[config.mk]
export PLATFORM = sky130hd
export DESIGN_NAME = fft4_radix4
export DESIGN_NICKNAME = d
export VERILOG_FILES = /design/src/rtl/fft4_pkg.sv /design/src/rtl/fft4_addsub.sv /design/src/rtl/fft4_stage1.sv /design/src/rtl/fft4_stage2.sv /design/src/rtl/fft4_radix4.sv
export SDC_FILE = /design/constraint.sdc
export NUM_CORES = 1
export LEC_CHECK = 0
export CORE_UTILIZATION = 30
export DETAILED_ROUTE_END_ITERATION = 12
export DONT_BUFFER_PORTS = 1
export SYNTH_ARGS = -nofsm -noshare
export SYNTH_HDL_FRONTEND = slang
export SYNTH_SLANG_ARGS = --single-unit
[constraint.sdc]
create_clock -name clk -period 4.5 [get_ports clk]
set_input_delay 0.45 -clock clk [delete_from_list [all_inputs] [get_ports clk]]
set_output_delay 0.45 -clock clk [all_outputs]
set_load 0.02 [all_outputs]
[src/rtl/fft4_pkg.sv]
// Shared constants for the four-point butterfly.
// Assumes: samples are signed two's-complement, packed sample 0 in the low bits.
package fft4_pkg;
    // Default width of one real or imaginary part.
    localparam int unsigned FFT4_DW  = 16;
    // Number of complex points handled per group (fixed radix).
    localparam int unsigned FFT4_PTS = 4;
endpackage

[src/rtl/fft4_addsub.sv]
// Saturating signed adder or subtractor, chosen at elaboration by SUB.
// Assumes: x and y are DW-bit two's-complement; output clamps to the
// DW-bit signed range and ovf flags that a clamp happened.
module fft4_addsub #(
    parameter int unsigned DW  = fft4_pkg::FFT4_DW,
    parameter bit          SUB = 1'b0
) (
    input  logic signed [DW-1:0] x,
    input  logic signed [DW-1:0] y,
    output logic signed [DW-1:0] z,
    output logic                 ovf
);
    localparam logic signed [DW-1:0] MAXV = {1'b0, {(DW-1){1'b1}}};
    localparam logic signed [DW-1:0] MINV = {1'b1, {(DW-1){1'b0}}};

    logic [DW:0] wide;

    // Pick the operation once; both forms widen by one bit first.
    generate
        if (SUB) begin : g_sub
            assign wide = {x[DW-1], x} - {y[DW-1], y};
        end else begin : g_add
            assign wide = {x[DW-1], x} + {y[DW-1], y};
        end
    endgenerate

    // Detect leaving the range and clamp toward the sign of the true result.
    always_comb begin
        ovf = wide[DW] ^ wide[DW-1];
        if (ovf) begin
            z = wide[DW] ? MINV : MAXV;
        end else begin
            z = wide[DW-1:0];
        end
    end
endmodule

[src/rtl/fft4_stage1.sv]
// First butterfly stage: b0=a0+a2, b1=a0-a2, b2=a1+a3, b3=a1-a3 on real and
// imaginary parts independently, registered.
// Assumes: data registers load only on in_valid; flag register clears otherwise.
module fft4_stage1 #(
    parameter int unsigned DW = fft4_pkg::FFT4_DW
) (
    input  logic                               clk,
    input  logic                               rst_n,
    input  logic                               in_valid,
    input  logic [fft4_pkg::FFT4_PTS*DW-1:0]   in_re,
    input  logic [fft4_pkg::FFT4_PTS*DW-1:0]   in_im,
    output logic                               b_valid,
    output logic                               b_ovf,
    output logic [fft4_pkg::FFT4_PTS*DW-1:0]   b_re,
    output logic [fft4_pkg::FFT4_PTS*DW-1:0]   b_im
);
    localparam int unsigned PTS  = fft4_pkg::FFT4_PTS;
    localparam int unsigned HALF = PTS / 2;
    localparam int unsigned VW   = PTS * DW;

    logic [VW-1:0]  sum_re;
    logic [VW-1:0]  sum_im;
    logic [PTS-1:0] ov_re;
    logic [PTS-1:0] ov_im;

    // Pair p with p+HALF; op 0 adds, op 1 subtracts; result lands at 2p+op.
    generate
        for (genvar p = 0; p < HALF; p++) begin : g_pair
            for (genvar op = 0; op < 2; op++) begin : g_op
                localparam int unsigned O = 2 * p + op;
                fft4_addsub #(.DW(DW), .SUB(op == 1)) u_re (
                    .x  (in_re[p*DW +: DW]),
                    .y  (in_re[(p+HALF)*DW +: DW]),
                    .z  (sum_re[O*DW +: DW]),
                    .ovf(ov_re[O])
                );
                fft4_addsub #(.DW(DW), .SUB(op == 1)) u_im (
                    .x  (in_im[p*DW +: DW]),
                    .y  (in_im[(p+HALF)*DW +: DW]),
                    .z  (sum_im[O*DW +: DW]),
                    .ovf(ov_im[O])
                );
            end
        end
    endgenerate

    // Register the partial results and the clamp flag for this group.
    always_ff @(posedge clk) begin
        if (!rst_n) begin
            b_valid <= 1'b0;
            b_ovf   <= 1'b0;
            b_re    <= '0;
            b_im    <= '0;
        end else begin
            b_valid <= in_valid;
            b_ovf   <= in_valid & ((|ov_re) | (|ov_im));
            if (in_valid) begin
                b_re <= sum_re;
                b_im <= sum_im;
            end
        end
    end
endmodule

[src/rtl/fft4_stage2.sv]
// Second butterfly stage: X0=b0+b2, X2=b0-b2, X1=b1-j*b3, X3=b1+j*b3, where
// the j rotation swaps the parts of b3 and flips the operation per part.
// Assumes: b_ovf already reports first-stage clamps; registered output.
module fft4_stage2 #(
    parameter int unsigned DW = fft4_pkg::FFT4_DW
) (
    input  logic                               clk,
    input  logic                               rst_n,
    input  logic                               b_valid,
    input  logic                               b_ovf,
    input  logic [fft4_pkg::FFT4_PTS*DW-1:0]   b_re,
    input  logic [fft4_pkg::FFT4_PTS*DW-1:0]   b_im,
    output logic                               x_valid,
    output logic                               x_ovf,
    output logic [fft4_pkg::FFT4_PTS*DW-1:0]   x_re,
    output logic [fft4_pkg::FFT4_PTS*DW-1:0]   x_im
);
    localparam int unsigned PTS = fft4_pkg::FFT4_PTS;
    localparam int unsigned VW  = PTS * DW;

    logic [VW-1:0]  res_re;
    logic [VW-1:0]  res_im;
    logic [PTS-1:0] ov_re;
    logic [PTS-1:0] ov_im;

    // op 0 builds bins 0 and 1, op 1 builds bins 2 and 3.
    generate
        for (genvar op = 0; op < 2; op++) begin : g_op
            localparam int unsigned E = 2 * op;
            localparam int unsigned D = 2 * op + 1;
            // Even bin: b0 +/- b2 on each part.
            fft4_addsub #(.DW(DW), .SUB(op == 1)) u_even_re (
                .x  (b_re[0 +: DW]),
                .y  (b_re[2*DW +: DW]),
                .z  (res_re[E*DW +: DW]),
                .ovf(ov_re[E])
            );
            fft4_addsub #(.DW(DW), .SUB(op == 1)) u_even_im (
                .x  (b_im[0 +: DW]),
                .y  (b_im[2*DW +: DW]),
                .z  (res_im[E*DW +: DW]),
                .ovf(ov_im[E])
            );
            // Odd bin real: b1r +/- b3i (plus for bin 1, minus for bin 3).
            fft4_addsub #(.DW(DW), .SUB(op == 1)) u_odd_re (
                .x  (b_re[DW +: DW]),
                .y  (b_im[3*DW +: DW]),
                .z  (res_re[D*DW +: DW]),
                .ovf(ov_re[D])
            );
            // Odd bin imaginary: b1i -/+ b3r (minus for bin 1, plus for bin 3).
            fft4_addsub #(.DW(DW), .SUB(op == 0)) u_odd_im (
                .x  (b_im[DW +: DW]),
                .y  (b_re[3*DW +: DW]),
                .z  (res_im[D*DW +: DW]),
                .ovf(ov_im[D])
            );
        end
    endgenerate

    // Register the bins and merge this stage's clamps with the earlier ones.
    always_ff @(posedge clk) begin
        if (!rst_n) begin
            x_valid <= 1'b0;
            x_ovf   <= 1'b0;
            x_re    <= '0;
            x_im    <= '0;
        end else begin
            x_valid <= b_valid;
            x_ovf   <= b_valid & (b_ovf | (|ov_re) | (|ov_im));
            if (b_valid) begin
                x_re <= res_re;
                x_im <= res_im;
            end
        end
    end
endmodule

[src/rtl/fft4_radix4.sv]
// Four-point radix-4 butterfly: two registered saturating add/subtract stages,
// natural output order, one result per cycle, two cycles of latency.
// Assumes: synchronous active-low reset; in_valid qualifies each group.
module fft4_radix4 #(
    parameter int unsigned DW = fft4_pkg::FFT4_DW
) (
    input  logic                             clk,
    input  logic                             rst_n,
    input  logic                             in_valid,
    input  logic [fft4_pkg::FFT4_PTS*DW-1:0] in_re,
    input  logic [fft4_pkg::FFT4_PTS*DW-1:0] in_im,
    output logic                             out_valid,
    output logic [fft4_pkg::FFT4_PTS*DW-1:0] out_re,
    output logic [fft4_pkg::FFT4_PTS*DW-1:0] out_im,
    output logic                             ovfl
);
    localparam int unsigned VW = fft4_pkg::FFT4_PTS * DW;

    logic          s1_valid;
    logic          s1_ovf;
    logic [VW-1:0] s1_re;
    logic [VW-1:0] s1_im;

    // Pair sums and differences.
    fft4_stage1 #(.DW(DW)) u_stage1 (
        .clk     (clk),
        .rst_n   (rst_n),
        .in_valid(in_valid),
        .in_re   (in_re),
        .in_im   (in_im),
        .b_valid (s1_valid),
        .b_ovf   (s1_ovf),
        .b_re    (s1_re),
        .b_im    (s1_im)
    );

    // Combination with the j rotation.
    fft4_stage2 #(.DW(DW)) u_stage2 (
        .clk    (clk),
        .rst_n  (rst_n),
        .b_valid(s1_valid),
        .b_ovf  (s1_ovf),
        .b_re   (s1_re),
        .b_im   (s1_im),
        .x_valid(out_valid),
        .x_ovf  (ovfl),
        .x_re   (out_re),
        .x_im   (out_im)
    );
endmodule

==> results.toml, run 1 <==
[critical_path]
r2r-start = "u_stage1.b_re[33]$_SDFFE_PN0P_"
endpoint = "u_stage2.x_re[1]$_SDFFE_PN0P_"
max_stage_delay_ns = 0.94
critPathKind = "flip-flop to flip-flop"
end_kind = "flip-flop"
critPathTopFamily = "compound AO/OA/AOI/OAI gates"
worst_setup_path_start_kind = "flip-flop"
cp_data_required_time_ns = 4.87
path_buf_inv = 1
slowest_stage = "a211oi_2"
path_cells = "inv_1, ha_1, nand2b_1, a21oi_1, o21a_1, o41ai_1, o41ai_1, o41ai_2, nor4b_1, a211oi_2, maj3_1, a21oi_1"
r2r-end = "u_stage2.x_re[1]$_SDFFE_PN0P_"
worstSetupStartpoint = "u_stage1.b_re[33]$_SDFFE_PN0P_"
critical_path_depth = 12
ff2ff_setup_slack_ns = 0.69
r2r_cells = 12
crit_fanout = 16
arrival_ns = 4.18

[floorplan]
start_util_pct = 30.2
dieHeight_um = 278
die-area_sq_um = 77500
die_w_um = 278
pin_count = 261
num_rows = 101
coreArea_sq_um = 75800

[synthesis]
netlist.area_leader.share_pct = 22.7
syn_area_per_cell_sq_um = 7.83
synth_area_sq_um = 22900
synth_cells = 2928
yosys-top-cells-area = "dfxtp_1 (23%), ha_1 (14%), maj3_1 (9.4%)"
syn-num-nets = 3331
synth_flop_cell = "dfxtp_1"
yosysSeqAreaShare_pct = 22.7
postSynth.asyncResetShare_pct = 0
synth.distinct_cells = 83
synth-edff-count = 0
ys_ff_latch = 260
ys_warn_count = 0
synth_area_leader_cell = "dfxtp_1"

[sta]
grt_setup_unrepaired = "false"
whs_ns = 0.0617
timing.final.hold_violations = 0
drv_slew = 0
fmax_mhz = 263
setup_violations = 0
setup_tns_ns = 0
fin_crit_ns = 3.81
slew_headroom_pct = 19.1
max_slew.worst_pin.slew_ns = 1.20
post-route-period-util_pct = 84.6
fin_skew_ns = 0.0173
setup_ws_ns = 0.691

[status]
outcome = "completed"

[clocking]
clkTransAtPathRegs_ns = 0.06
clock_sinks = 260
clk-insertion-delay-late_ns = 0.54
numCtsBuffers = 34
post_cts_resized = 0
cts_tree = "done"
ctsHoldBuffers = 0
clock_path_buffers = 3
post_cts_buffers = 0
ctsRootBufferMaster = "clkbuf_16"
htreeDepth = 2

[route]
antenna_left = 0
drtIter0Drc = 1197
post_drt_wl_per_cell_um = 18.4
vias = 19400
viasPerCell = 5.10
first_pass_iters = 5
drc = 0
routed_wl_mm = 69.7

[cells_and_area]
layout.nets = 3203
drive_gt1_share_pct = 4.04
fin_area_sq_um = 24700
fill_cells = 8040
area_growth_syn_to_layout_pct = 7.89
final_cells = 3799
antenna_cells = 0
finalCoreUtilization_pct = 32.6

[place]
placed_area_sq_um = 23600
gp_congestion = 0.900
io_buffers = 0
pre_cts_ws_ns = 0.379
dp_hpwl_mm = 53.8
placedCellCount = 3742

[flow_run]
cap_violations = 0

[global_routing]
grt_pass1_vias = 18300
grt_pass1_wl_mm = 108
antenna_found_initial = 1
grt_max_degree = 244
gr-total-overflow = 0
track_usage_pct = 17.6

[power_and_ir_drop]
leakage_nw = 10.0
power.total_mw = 10.2
power_density_nw_per_um2 = 413
irDropWorstVdd_mv = 0.231

[hold_path]
hp-class = "input port to flip-flop"
-- cell usage in the layout, fill, tap and decap left out, drive strengths merged, types with 18 or more instances in the layout --
master / count
maj3: 216
a21oi: 382
clkbuf: 43
o21ai: 317
nor2b: 29
xnor2: 183
o21a: 19
dfxtp: 260
o21bai: 44
or3: 22
nor4: 18
a31oi: 27
nand2: 93
xor2: 34
a21o: 27
inv: 264
nand2b: 42
nor3: 69
ha: 256
buf: 21
nor2: 196
nand3: 27
-- Yosys cell counts, types with 9 or more instances --
| cell type | instances |
|---|---|
| buf_2 | 24 |
| maj3_1 | 216 |
| dfxtp_1 | 260 |
| ha_1 | 256 |
| or2_2 | 10 |
| and3_1 | 9 |
| o31a_1 | 9 |
| a211oi_1 | 13 |
| nor3_1 | 69 |
| nand3_1 | 27 |
| a21o_1 | 27 |
| fa_1 | 16 |
| o21bai_1 | 44 |
| or3_1 | 22 |
| o31ai_1 | 14 |
| a311oi_1 | 10 |
| xnor2_1 | 181 |
| nor2_1 | 196 |
| o21a_1 | 19 |
| a31oi_1 | 27 |
| nor4_1 | 18 |
| xor2_1 | 33 |
| o211ai_1 | 16 |
| a21oi_1 | 380 |
| clkbuf_1 | 153 |
| inv_1 | 262 |
| o21ai_0 | 309 |
| nand2b_1 | 42 |
| nand2_1 | 93 |
| nor2b_1 | 29 |
-- flip-flops by register name, indices dropped and copies added, names as in the netlist --
register / count
u_stage1.b_im: 64
u_stage1.b_re: 64
u_stage2.x_im: 64
u_stage2.x_re: 64
u_stage1.b_ovf: 1
u_stage1.b_valid: 1
u_stage2.x_ovf: 1
u_stage2.x_valid: 1
-- how the worst min path moves through the flow --
| stage | start | endpoint | slack, ns | depth (start not counted) |
|---|---|---|---|---|
| finish | rst_n | u_stage2.x_re[25]$_SDFFE_PN0P_ | 0.06 | 2 |
| global route | rst_n | u_stage2.x_re[24]$_SDFFE_PN0P_ | 0.04 | 2 |
| CTS | in_valid | u_stage1.b_im[44]$_SDFFE_PN0P_ | 0.01 | 1 |
| detailed placement | u_stage1.b_im[63]$_SDFFE_PN0P_ | u_stage1.b_im[63]$_SDFFE_PN0P_ | 0.49 | 2 |
| global placement | u_stage1.b_im[63]$_SDFFE_PN0P_ | u_stage1.b_im[63]$_SDFFE_PN0P_ | 0.48 | 2 |
| floorplan | u_stage1.b_im[63]$_SDFFE_PN0P_ | u_stage1.b_im[63]$_SDFFE_PN0P_ | 0.46 | 2 |
-- routing by layer --
layer  up-vias  track usage [%]  routed length (um)  part of all wire, %
met5         -                0                   0                    0
met4         0             4.07                1320                  1.9
met3        65             3.63                3770                  5.4
met2       360             29.5               32300                   46
met1      8920             23.1               32300                   46
li1      10000                -                   -                    -
-- cell families after synthesis --
group	after synthesis	synth area share, %
flops	260	22.7
xor+xnor	217	8.44
compound gates	966	24.9
simple gates	542	11.3
buf+inv	448	7.54
mux	7	0.316
fa+ha+maj	488	24.8
-- power by group --
group          leakage (nW)  switching (mW)  internal [mW]  total [mW]
combinational          7.30            2.58           1.84        4.42
clock                 0.561            1.09           1.75        2.84
sequential             2.16           0.409           2.56        2.97
total                  10.0            4.08           6.14        10.2
-- area by class of cell --
class                           count  area [sq um]  area share (%)
Multi-Input combinational cell   2220         16000            64.7
Sequential cell                   260          5210            21.1
Tap cell                          978          1220            4.95
Inverter                          263           987            3.99
Clock buffer                       43           967            3.91
Clock inverter                     14           185           0.749
Timing Repair Buffer               21           170           0.688
(Power assumes the default switching activity.)
==> run 2: changes to the inputs <==
- clock period: 4.5 -> 3.7 ns (I/O delays scaled with it)
==> results.toml, run 2 (synthesis results as in run 1) <==
[sta]
fmax_mhz = 292
post-route-period-util_pct = 92.6
slew_headroom_pct = 18.6
drv_slew = 0
timing.final.hold_violations = 0
fin_crit_ns = 3.42
setup_tns_ns = 0
fin_skew_ns = 0.0219
grt_setup_unrepaired = "false"
max_slew.worst_pin.slew_ns = 1.21
setup_violations = 0

[critical_path]
path_cells = "ha_1, inv_1, fa_1, nor2_1, o311a_1, o211ai_1, nor4_1, nor3_2, nand2b_1, a22o_1, maj3_1, a21oi_1"
critPathTopFamily = "adder cells"
worst_setup_path_start_kind = "flip-flop"
end_kind = "flip-flop"
cp_data_required_time_ns = 4.17
crit_fanout = 16
slowest_stage = "maj3_1"
arrival_ns = 3.89
path_buf_inv = 1
critPathKind = "flip-flop to flip-flop"
max_stage_delay_ns = 0.48

[route]
routed_wl_mm = 71.7
antenna_left = 0
viasPerCell = 5.15
first_pass_iters = 5
vias = 19800
post_drt_wl_per_cell_um = 18.7
drtIter0Drc = 1301
drc = 0

[clocking]
ctsRootBufferMaster = "clkbuf_16"
cts_tree = "done"
clk-insertion-delay-late_ns = 0.54
htreeDepth = 2
numCtsBuffers = 34
post_cts_buffers = 0
clock_path_buffers = 3
clock_sinks = 260
clkTransAtPathRegs_ns = 0.06

[cells_and_area]
most-common-layout-cells = "a21oi_1 (380), o21ai_0 (309), inv_1 (262)"
fill_cells = 8082
layout.nets = 3240
area_growth_syn_to_layout_pct = 9.20
final-seq-area_sq_um = 5210
drive_gt1_share_pct = 5.21
multi_input_area_sq_um = 16000
mostFrequentLayoutCell = "a21oi_1"

[place]
dp_hpwl_mm = 54.6
io_buffers = 0
gp_congestion = 0.908

[global_routing]
antenna_found_initial = 0
grt_pass1_wl_mm = 110
grt_pass1_vias = 18800
track_usage_pct = 18.0
grt_max_degree = 159
gr-total-overflow = 0

[hold_path]
hp-class = "input port to flip-flop"

[floorplan]
dieHeight_um = 278
coreArea_sq_um = 75800
die-area_sq_um = 77500
die_w_um = 278
num_rows = 101
pin_count = 261
start_util_pct = 30.2

[flow_run]
cap_violations = 0

[power_and_ir_drop]
leakage_nw = 10.2
power.total_mw = 12.5
power_density_nw_per_um2 = 499
irDropWorstVdd_mv = 0.318

[status]
outcome = "completed"
[run 2: worst reg2reg max path: stages (launching register included)]
cell and delay, ns:
dfxtp_1 0.46, ha_1 0.23, inv_1 0.06, fa_1 0.42
nor2_1 0.16, o311a_1 0.18, o211ai_1 0.12, nor4_1 0.37
nor3_2 0.13, nand2b_1 0.18, a22o_1 0.41, maj3_1 0.49
a21oi_1 0.15
[run 2: metrics by stage]
stage / utilization [%] / instances / hold WS [ns] / area [sq um] / worst slack, ns
after floorplan: - / 2928 / 0.461 / 22900 / 0.499
after global placement: 31.4 / 3774 / 0.482 / 23800 / 0.151
after detailed placement: 31.4 / 3774 / 0.487 / 23800 / 0.117
after CTS: 33.0 / 3838 / 0.000130 / 25000 / 0.119
after global routing: 33.0 / 3839 / 0.0305 / 25000 / 0.0141
final: 33.0 / 3840 / 0.0584 / 25000 / 0.275
[run 2: what timing repair did]
action | in CTS | in global routing
hold endpoints to repair | 152 | 1
endpoints found under the setup margin | 0 | 16
hold buffers | 4 | 1
gates resized for setup | 0 | 6
[run 2: area by class of cell]
type | instances | area share (%)
clock buffer | 45 | 3.69
timing repair buffer | 58 | 1.98
sequential | 260 | 20.8
inverter | 263 | 3.94
tap | 978 | 4.89
multi-input combinational | 2220 | 64.0
antenna | 1 | 0.00999
clock inverter | 15 | 0.705
[run 2: path summary, 6_finish.rpt]
| path | from | end | slack (ns) | cells past startpoint |
|---|---|---|---|---|
| worst max register to register | u_stage1.b_im[48]$_SDFFE_PN0P_ | u_stage2.x_re[25]$_SDFFE_PN0P_ | 0.28 | 12 |
| worst min register to register | u_stage1.b_im[63]$_SDFFE_PN0P_ | u_stage1.b_im[63]$_SDFFE_PN0P_ | 0.50 | 2 |
| worst min-delay path | rst_n | u_stage2.x_re[60]$_SDFFE_PN0P_ | 0.06 | 2 |
| worst max-delay path | u_stage1.b_im[48]$_SDFFE_PN0P_ | u_stage2.x_re[25]$_SDFFE_PN0P_ | 0.28 | 12 |
[run 2: power breakdown]
part / total, mW / switching [mW] / internal, mW
Sequential: 3.62 / 0.506 / 3.11
Combinational: 5.53 / 3.19 / 2.34
Clock: 3.34 / 1.35 / 1.98
[run 2: layer usage]
layer	up-vias	routed length, um	track usage [%]
li1	10100	-	-
met1	9228	33100	23.8
met2	398	32700	29.5
met3	88	3880	3.32
met4	0	2070	5.78
met5	-	0	0
==> run 3: changes to the inputs <==
- CORE_ASPECT_RATIO: not set -> 1.75
==> results.toml, run 3 (synthesis results as in run 1) <==
[status]
outcome = "completed"

[cells_and_area]
most-common-layout-cells = "a21oi_1 (380), o21ai_0 (309), inv_1 (262)"
finalCoreUtilization_pct = 33.6
final_cells = 3918
area_growth_syn_to_layout_pct = 10.6
layout.nets = 3287
mostFrequentLayoutCell = "a21oi_1"
drive_gt1_share_pct = 6.88

[floorplan]
die_w_um = 211
num_rows = 133
start_util_pct = 30.4
coreArea_sq_um = 75400
die-area_sq_um = 77600
dieHeight_um = 368
pin_count = 261

[place]
gp_congestion = 0.945
placedCellCount = 3862
io_buffers = 0
dp_hpwl_mm = 61.1

[clocking]
clk-insertion-delay-late_ns = 0.60
post_cts_buffers = 0
ctsRootBufferMaster = "clkbuf_16"
clock_path_buffers = 3
clock_sinks = 260
cts_tree = "done"
numCtsBuffers = 28
htreeDepth = 1
clkTransAtPathRegs_ns = 0.07

[route]
vias = 20200
post_drt_wl_per_cell_um = 19.9
routed_wl_mm = 78.0
drc = 0
drtIter0Drc = 922
first_pass_iters = 5
viasPerCell = 5.16
antenna_left = 0

[sta]
fin_skew_ns = 0.0408
setup_violations = 0
fmax_mhz = 281
timing.final.hold_violations = 0
grt_setup_unrepaired = "false"
drv_slew = 0
slew_headroom_pct = 18.2
max_slew.worst_pin.slew_ns = 1.22
setup_tns_ns = 0
post-route-period-util_pct = 96.3
fin_crit_ns = 3.56

[power_and_ir_drop]
leakage_nw = 10.4
power_density_nw_per_um2 = 491
power.total_mw = 12.5
irDropWorstVdd_mv = 0.408

[hold_path]
hp-class = "input port to flip-flop"

[critical_path]
end_kind = "flip-flop"
ff2ff_setup_slack_ns = 0.14
worst_setup_path_start_kind = "flip-flop"
critPathKind = "flip-flop to flip-flop"
path_buf_inv = 3
r2r_cells = 14
critical_path_depth = 14
path_cells = "inv_1, ha_1, nor2b_1, o2111ai_1, and4_1, a2111oi_1, buf_4, nor2_1, o31ai_1, a21oi_1, xnor2_2, buf_12, maj3_1, a21oi_1"
r2r-start = "u_stage1.b_im[33]$_SDFFE_PN0P_"
r2r-end = "u_stage2.x_im[34]$_SDFFE_PN0P_"
worstSetupStartpoint = "u_stage1.b_im[33]$_SDFFE_PN0P_"
cp_data_required_time_ns = 4.20
endpoint = "u_stage2.x_im[34]$_SDFFE_PN0P_"
max_stage_delay_ns = 0.42
critPathTopFamily = "compound AO/OA/AOI/OAI gates"
arrival_ns = 4.06
slowest_stage = "maj3_1"
cp_common_cell = "a21oi_1"
crit_fanout = 16

[global_routing]
grt_max_degree = 237
grt_pass1_wl_mm = 118
gr-total-overflow = 0
grt_pass1_vias = 20100
track_usage_pct = 19.7
antenna_found_initial = 1

[flow_run]
cap_violations = 0
[run 3: cell types whose count changed in the layout (fill, tap and decap cells not counted), moves of 3 or more]
cell and delta:
clkinv_4 +3, clkbuf_1 -9, clkbuf_16 -7, buf_4 +53
[run 3: final cells by class]
class                   count  area, sq um
clock inverters            22          269
diodes                      1         2.50
well taps                1012         1270
repair buffers            111          903
inverters                 263          987
multi-input cells        2220        16000
clock buffers              29          714
flip-flops and latches    260         5210
fillers                  8054        50000
[run 3: how the worst min path moves through the flow]
| stage | from | endpoint | slack, ns | cells after the start |
|---|---|---|---|---|
| 2_1_floorplan | u_stage1.b_im[63]$_SDFFE_PN0P_ | u_stage1.b_im[63]$_SDFFE_PN0P_ | 0.46 | 2 |
| 3_3_place_gp | u_stage1.b_im[63]$_SDFFE_PN0P_ | u_stage1.b_im[63]$_SDFFE_PN0P_ | 0.48 | 2 |
| 3_5_place_dp | u_stage1.b_im[63]$_SDFFE_PN0P_ | u_stage1.b_im[63]$_SDFFE_PN0P_ | 0.49 | 2 |
| 4_1_cts | in_valid | u_stage1.b_re[36]$_SDFFE_PN0P_ | 0.00001 | 2 |
| 5_1_grt | in_valid | u_stage1.b_im[36]$_SDFFE_PN0P_ | 0.05 | 2 |
| 6_report | in_valid | u_stage1.b_im[42]$_SDFFE_PN0P_ | 0.05 | 2 |
[run 3: metrics by stage]
stage                     hold slack (ns)  setup slack [ns]  area (sq um)
after global routing               0.0453          0.000381         25400
after CTS                       0.0000100            0.0370         25300
after global placement              0.480            0.0370         24300
after floorplan                     0.461             0.499         22900
final                              0.0468             0.138         25400
after detailed placement            0.487            0.0485         24300
[run 3: report_power, final]
part / internal, mW / total (mW) / switching, mW
Combinational: 2.46 / 5.82 / 3.36
Clock: 1.66 / 3.02 / 1.36
Sequential: 3.11 / 3.61 / 0.499
[run 3: per-layer routing]
layer,part of all wire [%],vias to the layer above,track usage (%)
li1,-,10200,-
met1,40,9435,22.2
met2,49,483,35.0
met3,5.3,128,3.44
met4,5.6,0,10.0
met5,0,-,0
[run 3: timing repair]
item,4_1_cts,5_1_grt
hold buffers,4,0
endpoints found under the hold margin,237,0
endpoints found under the setup margin,0,30
resized for setup,0,4
